===== src/rtl/rupd_pkg.sv =====
package rupd_pkg;

  localparam int DEF_SEL_W  = 3;
  localparam int DEF_DATA_W = 32;

  typedef enum logic [1:0] {
    OP_IDLE  = 2'd0,
    OP_READ  = 2'd1,
    OP_WRITE = 2'd2
  } op_e;

  // Number of significant low-order bits kept for each parameter slot.
  function automatic int slot_width(input int idx, input int data_w);
    int w;
    case (idx)
      0:       w = 5;
      1:       w = 1;
      2:       w = 12;
      3:       w = 2;
      4:       w = 32;
      5:       w = 1;
      6:       w = 12;
      default: w = 32;
    endcase
    if (w > data_w) w = data_w;
    return w;
  endfunction

endpackage


===== src/rtl/rupd_rst_sync.sv =====
module rupd_rst_sync (
  input  logic clk,
  input  logic rst_async,
  output logic rst_n_sync
);

  logic stage1_q;
  logic stage2_q;

  always_ff @(posedge clk or posedge rst_async) begin
    if (rst_async) begin
      stage1_q <= 1'b0;
      stage2_q <= 1'b0;
    end else begin
      stage1_q <= 1'b1;
      stage2_q <= stage1_q;
    end
  end

  assign rst_n_sync = stage2_q;

endmodule


===== src/rtl/rupd_seq.sv =====
module rupd_seq
  import rupd_pkg::*;
#(
  parameter int ACCESS_CYCLES = 8,
  parameter int SEL_W         = DEF_SEL_W,
  parameter int DATA_W        = DEF_DATA_W
) (
  input  logic              clk,
  input  logic              rst_n,
  input  logic              rd_req,
  input  logic              wr_req,
  input  logic              factory_mode,
  input  logic [SEL_W-1:0]  sel,
  input  logic [DATA_W-1:0] wdata,
  output logic              busy,
  output logic              rd_done,
  output logic              wr_done,
  output logic [SEL_W-1:0]  sel_hold,
  output logic [DATA_W-1:0] data_hold
);

  localparam int CNT_W = (ACCESS_CYCLES > 1) ? $clog2(ACCESS_CYCLES) : 1;
  localparam logic [CNT_W-1:0] CNT_LAST = CNT_W'(ACCESS_CYCLES - 1);

  op_e               state_q, state_d;
  logic [CNT_W-1:0]  cnt_q, cnt_d;
  logic              cap_en;
  logic              cap_data_en;
  logic [SEL_W-1:0]  sel_q;
  logic [DATA_W-1:0] data_q;

  // Next-state logic
  always_comb begin
    state_d     = state_q;
    cnt_d       = cnt_q;
    cap_en      = 1'b0;
    cap_data_en = 1'b0;
    rd_done     = 1'b0;
    wr_done     = 1'b0;
    case (state_q)
      OP_IDLE: begin
        if (rd_req) begin
          state_d = OP_READ;
          cnt_d   = CNT_LAST;
          cap_en  = 1'b1;
        end else if (wr_req && factory_mode) begin
          state_d     = OP_WRITE;
          cnt_d       = CNT_LAST;
          cap_en      = 1'b1;
          cap_data_en = 1'b1;
        end
      end
      OP_READ, OP_WRITE: begin
        if (cnt_q == '0) begin
          state_d = OP_IDLE;
          rd_done = (state_q == OP_READ);
          wr_done = (state_q == OP_WRITE);
        end else begin
          cnt_d = cnt_q - 1'b1;
        end
      end
      default: begin
        state_d = OP_IDLE;
      end
    endcase
  end

  // State registers
  always_ff @(posedge clk or negedge rst_n) begin
    if (!rst_n) begin
      state_q <= OP_IDLE;
      cnt_q   <= '0;
    end else begin
      state_q <= state_d;
      cnt_q   <= cnt_d;
    end
  end

  // Operand capture with explicit enables
  always_ff @(posedge clk or negedge rst_n) begin
    if (!rst_n) begin
      sel_q <= '0;
    end else if (cap_en) begin
      sel_q <= sel;
    end
  end

  always_ff @(posedge clk or negedge rst_n) begin
    if (!rst_n) begin
      data_q <= '0;
    end else if (cap_data_en) begin
      data_q <= wdata;
    end
  end

  assign busy      = (state_q != OP_IDLE);
  assign sel_hold  = sel_q;
  assign data_hold = data_q;

endmodule


===== src/rtl/rupd_params.sv =====
module rupd_params
  import rupd_pkg::*;
#(
  parameter int SEL_W  = DEF_SEL_W,
  parameter int DATA_W = DEF_DATA_W
) (
  input  logic              clk,
  input  logic              rst_n,
  input  logic              wr_en,
  input  logic [SEL_W-1:0]  wr_sel,
  input  logic [DATA_W-1:0] wr_data,
  input  logic [SEL_W-1:0]  rd_sel,
  output logic [DATA_W-1:0] rd_value
);

  localparam int SLOTS = 1 << SEL_W;

  logic [DATA_W-1:0] slot_view [SLOTS];

  for (genvar g = 0; g < SLOTS; g++) begin : g_slot
    localparam int W = slot_width(g, DATA_W);
    logic [W-1:0]      slot_q;
    logic              slot_we;
    logic [DATA_W-1:0] slot_ext;

    assign slot_we = wr_en && (wr_sel == SEL_W'(g));

    always_ff @(posedge clk or negedge rst_n) begin
      if (!rst_n) begin
        slot_q <= '0;
      end else if (slot_we) begin
        slot_q <= wr_data[W-1:0];
      end
    end

    always_comb begin
      slot_ext        = '0;
      slot_ext[W-1:0] = slot_q;
    end

    assign slot_view[g] = slot_ext;
  end

  assign rd_value = slot_view[rd_sel];

endmodule


===== src/rtl/rupd_param_port.sv =====
module rupd_param_port
  import rupd_pkg::*;
#(
  parameter int ACCESS_CYCLES = 8,
  parameter int SEL_W         = DEF_SEL_W,
  parameter int DATA_W        = DEF_DATA_W
) (
  input  logic              clk,
  input  logic              rst,
  input  logic              rd_req,
  input  logic              wr_req,
  input  logic [SEL_W-1:0]  sel,
  input  logic [DATA_W-1:0] wdata,
  input  logic              reconfig_req,
  input  logic              factory_mode,
  output logic [DATA_W-1:0] rdata,
  output logic              busy,
  output logic              reconfig_go
);

  logic              rst_n_sync;
  logic              seq_busy;
  logic              rd_done;
  logic              wr_done;
  logic [SEL_W-1:0]  sel_hold;
  logic [DATA_W-1:0] data_hold;
  logic [DATA_W-1:0] slot_value;

  logic [DATA_W-1:0] rdata_q, rdata_d;
  logic              go_q, go_d;

  rupd_rst_sync u_rst (
    .clk        (clk),
    .rst_async  (rst),
    .rst_n_sync (rst_n_sync)
  );

  rupd_seq #(
    .ACCESS_CYCLES (ACCESS_CYCLES),
    .SEL_W         (SEL_W),
    .DATA_W        (DATA_W)
  ) u_seq (
    .clk          (clk),
    .rst_n        (rst_n_sync),
    .rd_req       (rd_req),
    .wr_req       (wr_req),
    .factory_mode (factory_mode),
    .sel          (sel),
    .wdata        (wdata),
    .busy         (seq_busy),
    .rd_done      (rd_done),
    .wr_done      (wr_done),
    .sel_hold     (sel_hold),
    .data_hold    (data_hold)
  );

  rupd_params #(
    .SEL_W  (SEL_W),
    .DATA_W (DATA_W)
  ) u_params (
    .clk      (clk),
    .rst_n    (rst_n_sync),
    .wr_en    (wr_done),
    .wr_sel   (sel_hold),
    .wr_data  (data_hold),
    .rd_sel   (sel_hold),
    .rd_value (slot_value)
  );

  // Next values for output registers
  always_comb begin
    rdata_d = rdata_q;
    if (rd_done) rdata_d = slot_value;
    go_d = reconfig_req && !seq_busy;
  end

  always_ff @(posedge clk or negedge rst_n_sync) begin
    if (!rst_n_sync) begin
      rdata_q <= '0;
      go_q    <= 1'b0;
    end else begin
      rdata_q <= rdata_d;
      go_q    <= go_d;
    end
  end

  assign rdata       = rdata_q;
  assign busy        = seq_busy;
  assign reconfig_go = go_q;

endmodule


===== config.mk =====
export PLATFORM = sky130hd
export DESIGN_NAME = rupd_param_port
export DESIGN_NICKNAME = d
export VERILOG_FILES = /design/src/rtl/rupd_pkg.sv /design/src/rtl/rupd_rst_sync.sv /design/src/rtl/rupd_seq.sv /design/src/rtl/rupd_params.sv /design/src/rtl/rupd_param_port.sv
export SDC_FILE = /design/constraint.sdc
export NUM_CORES = 1
export LEC_CHECK = 0
export ABC_CLOCK_PERIOD_IN_PS = 6300
export BUFFER_PORTS_ARGS = -buffer_cell sky130_fd_sc_hd__buf_2
export CAP_MARGIN = 25
export CORE_UTILIZATION = 58
export DETAILED_ROUTE_END_ITERATION = 12
export PLACE_DENSITY = 0.79
export SYNTH_ARGS = -nofsm -noshare
export SYNTH_HDL_FRONTEND = slang
export SYNTH_SLANG_ARGS = --single-unit

===== constraint.sdc =====
create_clock -name clk -period 6.3 [get_ports clk]
set_clock_uncertainty 0.1 [all_clocks]
set_input_delay 0.945 -clock clk [delete_from_list [all_inputs] [get_ports clk]]
set_output_delay 0.945 -clock clk [all_outputs]
set_load 0.01 [all_outputs]

==> impl_results.md <==
* DRC at 0
* Crit path from: u_seq.sel_hold[0]$_DFFE_PN0P_
* Finished Core Util at 68.7%
* Leakage power at 4.21 nW
* Seq/Total Area, Yosys at 60.2%
* Final Slew Violations at 0
* Max VDD drop at 0.232 mV
* YS warnings at 0
* Final number of hold-violating endpoints at 0
* Clock Power Share at 35.6%
* PortBufs at 74
* Switch share at 29.3%
* Root Buffer: clkbuf_16
* Clk buf depth at 2
* Hold Worst Slack at 0.226 ns
* Yosys reg bits at 172
* Critical path type: flip-flop to flip-flop
* Crit path DAT at 3.32 ns
* Synth Area in XOR/XNOR at 0%
* Cells after Synth at 536
* # clock sinks at 172
* Initial antenna violation count at 0
* Asr flop ratio synth at 100%
* Critical Path Sink Type: flip-flop
* Final setup vio count at 0
* Gates resized, CTS repair at 0
* Min Tclk post-route at 3.11 ns
* Total GRT Usage at 24.3%
* Vias per cell at 5.76
* Multiplexer share of the synthesized area at 23.2%
* Internal cell power at 2.15 mW
* # fillers at 848
* Largest family of logic cells by synthesized area: multiplexers
* CTS tree: yes
* Prevailing post-synth register cell: dfrtp_1
* Wirelength per Cell at 18.3 µm
* Largest net degree at the start of global routing at 74
* Detailed Routing Iterations Pass 1 at 4
* Combinational power share at 16.4%
* Worst flop-to-flop path startpoint: u_seq.sel_hold[0]$_DFFE_PN0P_
* Initial Util at 59.5%
* Die area at 12,800 µm²
* Power per Cell Area at 368 nW/µm²
* Area growth, synth to finish at 15.4%
* CP Max Fanout at 32
* Status: finished, final reports clean
* Die H at 113 µm
* Slew of the pin with the lowest slew margin at 0.900 ns
* Simple-Gate Fraction of Synth Area at 6.04%
* Detail Route Antenna Nets at 0
* Placed insts at 732
* Achievable frequency at 0.321 GHz
* RSZ-0062 raised after global routing: no
* Final nets at 651
* Skew-Pair Late Insertion Delay at 0.43 ns
* GP Congestion at 0.797
* Seq pwr share at 48.0%
* Setup Buffers After CTS at 0
* H-tree depth at 4
* Die width at 113 µm
* Tcrit/Tclk final at 49.4%
* Rows at 40
* Layout cells sized above 1 at 32.8%
* Compound-Gate Fraction of Synth Area at 7.30%
* Vias in the first global route at 4,630
* Total core area at 12,000 µm²
* Critical path required time at 6.50 ns
* Clock slew at reported path FFs at 0.06 ns
* Number of synthesized flops with an enable pin at 0
* Num CTS Buffers at 17
* Tot Pwr at 3.04 mW
* Drt total wl at 14.0 mm
* Post-Syn Nets at 582
* Global-route wire length before repair at 23.3 mm
* Via count at 4,413
* Slew HR at 39.9%
* HP Class: flip-flop to asynchronous set/reset pin
* Post-CTS Hold Buffers at 0
* Total negative setup slack at 0 ns
* P_sw at 0.891 mW
* Maxcap violations at 0
* Crit path launch type: flip-flop
* Avg Cell Area, Syn at 13.3 µm²
* Post-synthesis cell type count at 42
* Hpwl dp at 8.77 mm
* Final Non-Filler Cells at 766
* Detailed Route Iter0 Violations at 223
* IO Pins at 75
* Synthesized area at 7150 µm²
* Post-Synth Adder-Cell Area at 0.875%
* Total gr overflow at 0
[layout make-up]
| class | instances | area [µm²] | area share [%] |
|---|---|---|---|
| Tap cell | 147 | 184 | 2.23 |
| Sequential cell | 172 | 4310 | 52.2 |
| Inverter | 8 | 30.0 | 0.364 |
| Clock inverter | 11 | 156 | 1.89 |
| Timing Repair Buffer | 81 | 434 | 5.26 |
| Multi-Input combinational cell | 325 | 2680 | 32.5 |
| Antenna cell | 1 | 2.50 | 0.0303 |
| Clock buffer | 21 | 460 | 5.58 |
[cell usage after synthesis, drive strengths merged, types with 2 or more instances]
cell type | instances | area [µm²]
o21ai | 35 | 175
nor2b | 5 | 38.8
inv | 8 | 30.0
nand2b | 4 | 25.0
and3 | 8 | 50.1
dfrtp | 172 | 4300
a22oi | 20 | 150
clkbuf | 15 | 56.3
nand3b | 3 | 26.3
a311oi | 3 | 26.3
ha | 5 | 62.6
nand2 | 32 | 125
mux2 | 132 | 1490
nor2 | 24 | 90.1
a211oi | 2 | 15.0
nor3 | 4 | 25.0
buf | 16 | 82.6
a21oi | 15 | 75.1
and2 | 3 | 18.8
mux2i | 15 | 150
[path summary, 6_finish.rpt]
check                                                               to  cells after the start  slack (ns)
hold / removal                         u_seq.data_hold[29]$_DFFE_PN0P_                      0        0.23
min in group clk                            u_rst.rst_n_sync$_DFF_PP0_                      0        0.26
hold reg to reg                        u_seq.data_hold[29]$_DFFE_PN0P_                      0        0.23
max in group asynchronous  u_params.g_slot[7].slot_ext[19]$_DFFE_PN0P_                      1        4.58
setup / recovery           u_params.g_slot[4].slot_ext[23]$_DFFE_PN0P_                      3        3.19
setup reg to reg           u_params.g_slot[4].slot_ext[23]$_DFFE_PN0P_                      3        3.19
[sequential cells by signal, indices dropped and copies added (netlist names)]
name,flops
u_params.g_slot.slot_ext,64
u_params.g_slot.slot_q,33
rdata,32
u_seq.data_hold,32
u_seq.cnt_q,3
u_seq.sel_hold,3
u_seq.state_q,2
reconfig_go,1
u_rst.rst_n_sync,1
u_rst.stage1_q,1
[placed cells by master, fill, tap and decap left out, drive strengths merged, types with 13 or more instances in the layout]
cell type,instances
nand2,32
mux2i,15
a21oi,15
o21ai,35
clkbuf,21
a22oi,20
mux2,132
inv,13
dfrtp,172
buf,81
nor2,24
[cell families after synthesis]
kind of cell    count (synthesis)
compound gates                 84
buf+inv                        39
fa+ha+maj                       5
mux                           148
flops                         172
simple gates                   87
other cells                     1
[metrics by stage]
stage          worst slack, ns  area (µm²)
2_1_floorplan             1.05        7150
4_1_cts                   2.84        8240
3_5_place_dp              2.88        7620
3_3_place_gp              2.96        7610
6_report                  3.19        8260
5_1_grt                   2.88        8250
[power groups by stage]
| stage | Combinational (mW) | Sequential, mW | Clock [mW] |
|---|---|---|---|
| floorplan | 0.404 | 1.39 | 0 |
| global placement | 0.468 | 1.46 | 0 |
| detailed placement | 0.488 | 1.48 | 0 |
| CTS | 0.496 | 1.46 | 1.10 |
| global route | 0.552 | 1.49 | 1.13 |
| finish | 0.499 | 1.46 | 1.08 |
[per-layer routing]
layer	track usage [%]	up-vias	routed length, µm
li1	-	2051	-
met1	29.5	2256	5950
met2	42.6	91	7420
met3	6.64	15	510
met4	7.28	0	150
met5	0	-	0
[critical path, cell delays in order, from the launching register on]
cell,delay [ns]
dfrtp_1,0.71
nor2_2,0.86
nand2_2,0.74
mux2_1,0.57
Power figures use the tool's default switching activity.
